<file path="config.mk">
export PLATFORM = sky130hd
export DESIGN_NAME = coh_home_dir
export DESIGN_NICKNAME = d
export VERILOG_FILES = /design/src/rtl/coh_pkg.sv /design/src/rtl/coh_popcount.sv /design/src/rtl/coh_low_pick.sv /design/src/rtl/coh_home_dir.sv
export SDC_FILE = /design/constraint.sdc
export NUM_CORES = 1
export LEC_CHECK = 0
export BUFFER_PORTS_ARGS = -buffer_cell sky130_fd_sc_hd__buf_4
export CELL_PAD_IN_SITES_DETAIL_PLACEMENT = 1
export CELL_PAD_IN_SITES_GLOBAL_PLACEMENT = 1
export CORE_MARGIN = 5
export CORE_UTILIZATION = 45
export CTS_CLUSTER_SIZE = 16
export DETAILED_ROUTE_END_ITERATION = 16
export MAX_ROUTING_LAYER = met4
export PLACE_DENSITY_LB_ADDON = 0.08
export SYNTH_ARGS = -nofsm -noshare
export SYNTH_HDL_FRONTEND = slang
export SYNTH_SLANG_ARGS = --single-unit
export TNS_END_PERCENT = 5
</file>
<file path="constraint.sdc">
create_clock -name clk -period 6.3 [get_ports clk]
set_input_delay 1.26 -clock clk [delete_from_list [all_inputs] [get_ports clk]]
set_output_delay 1.26 -clock clk [all_outputs]
set_load 0.05 [all_outputs]
</file>
<file path="src/rtl/coh_pkg.sv">
package coh_pkg;
    typedef enum logic [1:0] {ST_UNC, ST_SHD, ST_EXC} stable_e;
    typedef enum logic [1:0] {PD_NONE, PD_FWD_SH, PD_FWD_EX, PD_INV} pend_e;
    typedef enum logic [2:0] {
        RQ_RD_SH    = 3'd0,
        RQ_RD_EX    = 3'd1,
        RQ_WB       = 3'd2,
        RQ_INV_ACK  = 3'd3,
        RQ_FWD_DONE = 3'd4
    } req_e;
    typedef enum logic [2:0] {
        RS_DATA_SH = 3'd0,
        RS_DATA_EX = 3'd1,
        RS_INV     = 3'd2,
        RS_FWD_SH  = 3'd3,
        RS_FWD_EX  = 3'd4,
        RS_NACK    = 3'd5
    } rsp_e;
    typedef enum logic [1:0] {FS_IDLE, FS_REPLY, FS_INV} fsm_e;
endpackage

</file>
<file path="src/rtl/coh_popcount.sv">
module coh_popcount #(
    parameter int W  = 4,
    parameter int CW = 3
) (
    input  logic [W-1:0]  vec,
    output logic [CW-1:0] cnt
);
    always_comb begin
        cnt = '0;
        for (int i = 0; i < W; i++) begin
            cnt = cnt + CW'(vec[i]);
        end
    end
endmodule

</file>
<file path="src/rtl/coh_low_pick.sv">
module coh_low_pick #(
    parameter int W  = 4,
    parameter int IW = 3
) (
    input  logic [W-1:0]  vec,
    output logic [IW-1:0] idx,
    output logic          any
);
    always_comb begin
        idx = '0;
        any = |vec;
        for (int i = W - 1; i >= 0; i--) begin
            if (vec[i]) idx = IW'(i);
        end
    end
endmodule

</file>
<file path="src/rtl/coh_home_dir.sv">
module coh_home_dir
    import coh_pkg::*;
#(
    parameter int N_NODES  = 4,
    parameter int N_BLOCKS = 4,
    parameter int DATA_W   = 8,
    localparam int ID_W    = $clog2(N_NODES + 1),
    localparam int BLK_W   = (N_BLOCKS > 1) ? $clog2(N_BLOCKS) : 1
) (
    input  logic              clk,
    input  logic              rst_n,
    input  logic              in_valid,
    output logic              in_ready,
    input  logic [ID_W-1:0]   in_src,
    input  logic [ID_W-1:0]   in_dst,
    input  logic [2:0]        in_type,
    input  logic [BLK_W-1:0]  in_blk,
    input  logic [DATA_W-1:0] in_data,
    input  logic              in_dirty,
    output logic              out_valid,
    input  logic              out_ready,
    output logic [ID_W-1:0]   out_src,
    output logic [ID_W-1:0]   out_dst,
    output logic [2:0]        out_type,
    output logic [BLK_W-1:0]  out_blk,
    output logic [DATA_W-1:0] out_data,
    output logic [ID_W-1:0]   out_req
);
    localparam int CNT_W = $clog2(N_NODES + 1);
    localparam logic [ID_W-1:0] HOME_ID = ID_W'(N_NODES);

    // directory storage
    stable_e             st_q   [N_BLOCKS];
    pend_e               pd_q   [N_BLOCKS];
    logic [N_NODES-1:0]  shr_q  [N_BLOCKS];
    logic [ID_W-1:0]     preq_q [N_BLOCKS];
    logic [CNT_W-1:0]    cnt_q  [N_BLOCKS];
    logic [DATA_W-1:0]   mem_q  [N_BLOCKS];

    // sequencer and held outbound message
    fsm_e                fs_q, fs_d;
    rsp_e                o_type_q;
    logic [ID_W-1:0]     o_dst_q, o_req_q;
    logic [BLK_W-1:0]    o_blk_q;
    logic [DATA_W-1:0]   o_data_q;
    logic [N_NODES-1:0]  inv_left_q;

    // current block view
    stable_e             cur_st;
    pend_e               cur_pd;
    logic [N_NODES-1:0]  cur_shr, src_bit, preq_bit, others;
    logic [ID_W-1:0]     cur_preq, own_idx, inv_idx;
    logic [CNT_W-1:0]    cur_cnt, oth_cnt;
    logic [DATA_W-1:0]   cur_mem;
    logic                own_any, inv_any;
    logic                accept, for_me;

    assign accept   = in_valid && (fs_q == FS_IDLE);
    assign for_me   = (in_dst == HOME_ID);
    assign cur_st   = st_q[in_blk];
    assign cur_pd   = pd_q[in_blk];
    assign cur_shr  = shr_q[in_blk];
    assign cur_preq = preq_q[in_blk];
    assign cur_cnt  = cnt_q[in_blk];
    assign cur_mem  = mem_q[in_blk];
    assign others   = cur_shr & ~src_bit;

    always_comb begin
        for (int i = 0; i < N_NODES; i++) begin
            src_bit[i]  = (in_src == ID_W'(i));
            preq_bit[i] = (cur_preq == ID_W'(i));
        end
    end

    coh_popcount #(.W(N_NODES), .CW(CNT_W)) u_oth_cnt (
        .vec (others),
        .cnt (oth_cnt)
    );

    coh_low_pick #(.W(N_NODES), .IW(ID_W)) u_owner (
        .vec (cur_shr),
        .idx (own_idx),
        .any (own_any)
    );

    coh_low_pick #(.W(N_NODES), .IW(ID_W)) u_inv_pick (
        .vec (inv_left_q),
        .idx (inv_idx),
        .any (inv_any)
    );

    // request decode
    logic                dec_reply, dec_inv, upd;
    rsp_e                dec_type;
    logic [ID_W-1:0]     dec_dst;
    logic [DATA_W-1:0]   dec_data;
    stable_e             n_st;
    pend_e               n_pd;
    logic [N_NODES-1:0]  n_shr;
    logic [ID_W-1:0]     n_preq;
    logic [CNT_W-1:0]    n_cnt;
    logic [DATA_W-1:0]   n_mem;

    always_comb begin
        dec_reply = 1'b0;
        dec_inv   = 1'b0;
        upd       = 1'b0;
        dec_type  = RS_NACK;
        dec_dst   = in_src;
        dec_data  = cur_mem;
        n_st      = cur_st;
        n_pd      = cur_pd;
        n_shr     = cur_shr;
        n_preq    = cur_preq;
        n_cnt     = cur_cnt;
        n_mem     = cur_mem;
        if (accept && for_me) begin
            unique case (in_type)
                RQ_RD_SH: begin
                    dec_reply = 1'b1;
                    if (cur_pd != PD_NONE) begin
                        dec_type = RS_NACK;
                    end else if (cur_st == ST_EXC) begin
                        dec_type = RS_FWD_SH;
                        dec_dst  = own_idx;
                        upd      = 1'b1;
                        n_pd     = PD_FWD_SH;
                        n_preq   = in_src;
                    end else begin
                        dec_type = RS_DATA_SH;
                        upd      = 1'b1;
                        n_shr    = cur_shr | src_bit;
                        n_st     = ST_SHD;
                    end
                end
                RQ_RD_EX: begin
                    if (cur_pd != PD_NONE) begin
                        dec_reply = 1'b1;
                        dec_type  = RS_NACK;
                    end else if (cur_st == ST_EXC) begin
                        dec_reply = 1'b1;
                        dec_type  = RS_FWD_EX;
                        dec_dst   = own_idx;
                        upd       = 1'b1;
                        n_pd      = PD_FWD_EX;
                        n_preq    = in_src;
                    end else if (others == '0) begin
                        dec_reply = 1'b1;
                        dec_type  = RS_DATA_EX;
                        upd       = 1'b1;
                        n_shr     = src_bit;
                        n_st      = ST_EXC;
                    end else begin
                        dec_inv = 1'b1;
                        upd     = 1'b1;
                        n_pd    = PD_INV;
                        n_preq  = in_src;
                        n_cnt   = oth_cnt;
                    end
                end
                RQ_WB: begin
                    if (cur_pd == PD_NONE && cur_st == ST_EXC && cur_shr == src_bit) begin
                        upd   = 1'b1;
                        n_st  = ST_UNC;
                        n_shr = '0;
                        if (in_dirty) n_mem = in_data;
                    end
                end
                RQ_INV_ACK: begin
                    if (cur_pd == PD_INV && cur_cnt != '0) begin
                        upd   = 1'b1;
                        n_cnt = cur_cnt - CNT_W'(1);
                        if (cur_cnt == CNT_W'(1)) begin
                            n_pd      = PD_NONE;
                            n_st      = ST_EXC;
                            n_shr     = preq_bit;
                            dec_reply = 1'b1;
                            dec_type  = RS_DATA_EX;
                            dec_dst   = cur_preq;
                        end
                    end
                end
                RQ_FWD_DONE: begin
                    if (cur_pd == PD_FWD_SH || cur_pd == PD_FWD_EX) begin
                        upd  = 1'b1;
                        n_pd = PD_NONE;
                        if (in_dirty) n_mem = in_data;
                        if (cur_pd == PD_FWD_SH) begin
                            n_shr = cur_shr | preq_bit;
                            n_st  = ST_SHD;
                        end else begin
                            n_shr = preq_bit;
                            n_st  = ST_EXC;
                        end
                    end
                end
                default: ;
            endcase
        end
    end

    // sequencer next state
    always_comb begin
        fs_d = fs_q;
        unique case (fs_q)
            FS_IDLE: begin
                if (dec_inv)        fs_d = FS_INV;
                else if (dec_reply) fs_d = FS_REPLY;
            end
            FS_REPLY: begin
                if (out_ready) fs_d = FS_IDLE;
            end
            FS_INV: begin
                if (out_ready && ((inv_left_q & ~(N_NODES'(1) << inv_idx)) == '0))
                    fs_d = FS_IDLE;
            end
            default: fs_d = FS_IDLE;
        endcase
    end

    // sequencer state register
    always_ff @(posedge clk) begin
        if (!rst_n) fs_q <= FS_IDLE;
        else        fs_q <= fs_d;
    end

    // held outbound message and invalidation walk
    always_ff @(posedge clk) begin
        if (!rst_n) begin
            o_type_q   <= RS_NACK;
            o_dst_q    <= '0;
            o_req_q    <= '0;
            o_blk_q    <= '0;
            o_data_q   <= '0;
            inv_left_q <= '0;
        end else if (fs_q == FS_IDLE) begin
            if (dec_reply || dec_inv) begin
                o_type_q <= dec_type;
                o_dst_q  <= dec_dst;
                o_req_q  <= in_src;
                o_blk_q  <= in_blk;
                o_data_q <= dec_data;
            end
            if (dec_inv) inv_left_q <= others;
        end else if (fs_q == FS_INV && out_ready) begin
            inv_left_q <= inv_left_q & ~(N_NODES'(1) << inv_idx);
        end
    end

    // directory update
    always_ff @(posedge clk) begin
        if (!rst_n) begin
            for (int b = 0; b < N_BLOCKS; b++) begin
                st_q[b]   <= ST_UNC;
                pd_q[b]   <= PD_NONE;
                shr_q[b]  <= '0;
                preq_q[b] <= '0;
                cnt_q[b]  <= '0;
                mem_q[b]  <= '0;
            end
        end else if (upd) begin
            st_q[in_blk]   <= n_st;
            pd_q[in_blk]   <= n_pd;
            shr_q[in_blk]  <= n_shr;
            preq_q[in_blk] <= n_preq;
            cnt_q[in_blk]  <= n_cnt;
            mem_q[in_blk]  <= n_mem;
        end
    end

    // outputs
    always_comb begin
        in_ready  = (fs_q == FS_IDLE);
        out_valid = (fs_q != FS_IDLE);
        out_src   = HOME_ID;
        out_blk   = o_blk_q;
        out_data  = o_data_q;
        out_req   = o_req_q;
        if (fs_q == FS_INV) begin
            out_type = RS_INV;
            out_dst  = inv_idx;
        end else begin
            out_type = o_type_q;
            out_dst  = o_dst_q;
        end
    end

    // a presented message holds until taken
    a_r12_out_hold: assert property (@(posedge clk) disable iff (!rst_n)
        out_valid && !out_ready |=> out_valid && $stable(out_type) && $stable(out_dst)
                                    && $stable(out_blk) && $stable(out_data));

    // exclusive data only ever leaves with the receiver as sole sharer
    a_r5_grant_sole: assert property (@(posedge clk) disable iff (!rst_n)
        out_valid && out_type == RS_DATA_EX |-> shr_q[out_blk] == (N_NODES'(1) << out_dst));

    // no inbound accept while a reply is outstanding
    a_r12_ready_idle: assert property (@(posedge clk) disable iff (!rst_n)
        out_valid |-> !in_ready);

    for (genvar g = 0; g < N_BLOCKS; g++) begin : g_blk_chk
        // an Exclusive block has exactly one presence bit
        a_r1_exc_single: assert property (@(posedge clk) disable iff (!rst_n)
            st_q[g] == ST_EXC && pd_q[g] == PD_NONE |-> $countones(shr_q[g]) == 1);
        // an Uncached block has no presence bits
        a_r1_unc_empty: assert property (@(posedge clk) disable iff (!rst_n)
            st_q[g] == ST_UNC |-> shr_q[g] == '0);
        // an invalidation round always has acknowledgements outstanding
        a_r4_cnt_live: assert property (@(posedge clk) disable iff (!rst_n)
            pd_q[g] == PD_INV |-> cnt_q[g] != '0);
        // the stable state does not move while a transaction is open
        a_r7_pend_stable: assert property (@(posedge clk) disable iff (!rst_n)
            pd_q[g] != PD_NONE |=> (pd_q[g] == PD_NONE || $stable(st_q[g])));
    end
endmodule

</file>
==> metrics.log <==
[metrics] outcome: completed
[metrics] Resized cells post-CTS: 0
[metrics] placed insts: 770
[metrics] delay contributed by the slowest stage of the critical path: 660 ps
[metrics] Critical Path AT: 4890 ps
[metrics] flop and latch count out of synthesis: 113
[metrics] maximum clock skew at final layout: 14.9 ps
[metrics] Total Routing Usage GR: 24.5%
[metrics] endpoints failing hold: 0
[metrics] number of nets with antenna violations after routing: 0
[metrics] first-pass GRT wire length: 29800 µm
[metrics] Commonest cells post-synth: edfxtp_1 (88), a21oi_1 (74), nand2_1 (47)
[metrics] maximum ir drop on the vdd rail: 0.241 mV
[metrics] vias per std cell: 6.16
[metrics] total number of vias: 4944
[metrics] site row count: 43
[metrics] setup_tns: 0 ps
[metrics] endpoint of the worst hold-timing path: out_data[2]$_SDFFE_PN0P_
[metrics] main area contributors after synthesis: edfxtp_1 (41%), dfxtp_1 (7.8%), mux4_2 (7.0%), a21oi_1 (5.8%), ha_1 (3.3%)
[metrics] leakage dissipation: 2.60 nW
[metrics] synthesized area per cell: 11.2 µm²
[metrics] cell area after synthesis: 6440 µm²
[metrics] number of enable flip-flop cells after synthesis: 88
[metrics] proportion of synthesized flip-flops having asynchronous set or reset: 0%
[metrics] Syn Inst Count: 575
[metrics] total power draw: 1.97 mW
[metrics] share of final-layout standard cells stronger than drive strength 1: 20.9%
[metrics] required time of the critical path: 6400 ps
[metrics] number of antenna violations at the first check in global routing: 0
[metrics] number of CTS-inserted buffers: 17
[metrics] P&R area growth vs syn: 15.4%
[metrics] post-place instance area: 6860 µm²
[metrics] Overflow after GRT: 0
[metrics] Pwr Density: 265 nW/µm²
[metrics] startpoint type of the worst setup path: primary input
[metrics] H-tree levels: 4
[metrics] top cell type's share of synthesized area: 41.0%
[metrics] Register-to-Register Setup Slack: 2560 ps
[metrics] post-synth top area cell: edfxtp_1
[metrics] post-layout min period: 4790 ps
[metrics] crit-path most repeated cell: buf_4
[metrics] commonest register cell after synthesis: edfxtp_1
[metrics] Maximum Capacitance Violations: 0
[metrics] summed area of non-filler cells in the final layout: 7430 µm²
[metrics] Worst path slowest cell: mux4_2
[metrics] worst min-delay path category: flop to flop
[metrics] relative max-transition margin: 18.9%
[metrics] TritonCTS clock tree: yes
[metrics] hold path startpoint: out_data[2]$_SDFFE_PN0P_
[metrics] Fmax: 0.209 GHz
[metrics] weighted congestion at the end of routability-driven global placement: 0.851
[metrics] total half-perimeter wirelength after legalization and detailed placement: 13200 µm
[metrics] count of synthesis-stage warnings from yosys: 0
[metrics] Max Buffers Root-to-Sink: 2
[metrics] final instance count without filler cells: 802
[metrics] worst reg2reg endpoint: st_q[2][1]$_SDFFCE_PN0P_
[metrics] worst flop-to-flop path startpoint: shr_q[2][1]$_SDFFCE_PN0P_
[metrics] post-route fraction of the period consumed by the critical path: 76.0%
[metrics] Die W: 130 µm
[metrics] number of hold buffers added after cts: 0
[metrics] count of clock tree sinks: 113
[metrics] Worst Reg2Reg Path Length in Cells: 10
[metrics] cell depth of the worst hold path: 2
[metrics] setup repair after global routing missed its margin: no
[metrics] slew at the pin closest to its max-slew limit: 1210 ps
[metrics] die outline height: 130 µm
[metrics] detail-routed net length per standard cell: 23.9 µm
[metrics] proportion of synthesized chip area in sequential cells: 48.8%
[metrics] starting density of the core: 46.2%
[metrics] Distinct cells, synth: 77
[metrics] worst setup path class: primary input to flop
[metrics] number of top-level pins: 48
[metrics] count of antenna diodes in the layout: 0
[metrics] final net count: 651
[metrics] first drt pass iteration count: 5
[metrics] Clock transition at path regs: 60 ps
[metrics] final hold slack: 458 ps
[metrics] number of I/O port buffers: 44
[metrics] root buffer selected by CTS: clkbuf_16
[metrics] Placeable Area: 13900 µm²
[metrics] largest net degree at the start of global routing: 38
[metrics] Final Max Slew Viols: 0
[metrics] critical path peak fanout: 37
[metrics] floorplan die area: 16800 µm²
[metrics] final setup vio count: 0
[metrics] number of remaining DRC errors: 0
[metrics] clock latency on the worst-skew pair: 420 ps
[metrics] category of the worst setup path capture point: flop
[metrics] worst-path cell chain: buf_4 > mux4_2 > inv_1 > ha_1 > nor4_1 > nand2_1 > o211ai_1 > o2111ai_2 > buf_4 > nand2_1 > buf_4
[metrics] vias in the first global route: 5112
[metrics] DRC marker count from the first detailed-route iteration: 368
[metrics] Routed Wire Length: 19200 µm
[metrics] top-count cell post-synth: edfxtp_1
[metrics] setup bufs post-CTS: 0
-- area by class of cell --
class / instances / area, µm²
Fill cell: 1493 / 6510
Sequential cell: 113 / 3140
Clock inverter: 15 / 141
Inverter: 24 / 90.1
Timing Repair Buffer: 52 / 390
Multi-Input combinational cell: 401 / 3010
Clock buffer: 17 / 425
Tap cell: 180 / 225
-- cell families (layout without fill, tap and decap cells) --
family | after synthesis | count (layout) | share of synthesized area, %
mux | 29 | 29 | 8.44
simple gates | 178 | 178 | 14.8
compound gates | 169 | 169 | 19.1
xor+xnor | 3 | 3 | 0.408
flops | 113 | 113 | 48.8
buf+inv | 62 | 108 | 4.47
other cells | 2 | 3 | 0.117
fa+ha+maj | 19 | 19 | 3.77
-- metrics by stage --
stage                     utilization [%]  setup slack [ps]
after floorplan                         -              1330
final                                53.3              1510
after global placement               49.2              1240
after CTS                            53.3              1480
after detailed placement             49.2              1080
after global routing                 53.3              1330
-- power by group --
part	switching, mW	internal (mW)	total (mW)
logic	0.136	0.0704	0.206
clock network	0.356	0.576	0.931
registers	0.00770	0.822	0.829
-- worst max-delay path, delay by kind of cell --
kind	cells	cell delay [ps]
compound gates	2	660
fa+ha+maj	1	230
buf+inv	4	1200
mux	1	660
simple gates	3	840
-- how the worst max path moves through the flow --
stage	start	end	slack (ps)	cells after the start
after global routing	in_blk[0]	shr_q[2][0]$_SDFFCE_PN0P_	1330	11
after CTS	in_blk[0]	shr_q[2][0]$_SDFFCE_PN0P_	1480	11
final	in_blk[0]	st_q[2][1]$_SDFFCE_PN0P_	1510	11
after global placement	in_blk[0]	pd_q[2][0]$_SDFFCE_PN0P_	1240	11
after detailed placement	in_blk[0]	cnt_q[2][1]$_SDFFCE_PN0P_	1080	11
after floorplan	in_blk[0]	cnt_q[0][0]$_SDFFCE_PN0P_	1330	12
-- sequential cells by signal (all words and copies together), names as in the netlist --
signal      cells
cnt_q          12
fs_q            2
inv_left_q      4
mem_q          32
o_dst_q         3
o_type_q        3
out_blk         2
out_data        8
out_req         3
pd_q            8
preq_q         12
shr_q          16
st_q            8
-- routing by layer --
layer / up-vias / share of wire, % / track usage [%]
met5: - / 0 / -
met1: 2510 / 46 / 33.0
met2: 146 / 48 / 38.2
met3: 19 / 5.4 / 4.66
li1: 2269 / - / -
met4: 0 / 1.1 / 6.36
-- placed cells by master, fill, tap and decap left out, types with 5 or more instances in the layout --
cell type / netlist / layout
ha_1: 17 / 17
nor3_1: 10 / 10
o21ai_0: 8 / 8
inv_1: 24 / 24
o31ai_2: 8 / 8
a21oi_1: 74 / 74
nand3b_1: 5 / 5
nor2b_1: 7 / 7
buf_4: 6 / 52
a211oi_1: 7 / 7
dfxtp_1: 25 / 25
a21boi_1: 13 / 13
nor2_1: 39 / 39
and2_1: 7 / 7
nand3_1: 13 / 13
or3_1: 7 / 7
o31ai_1: 5 / 5
edfxtp_1: 88 / 88
nor4_1: 8 / 8
clkbuf_16: 0 / 17
mux2i_1: 7 / 7
mux4_2: 20 / 20
nand2_1: 47 / 47
Power figures use the tool's default switching activity.
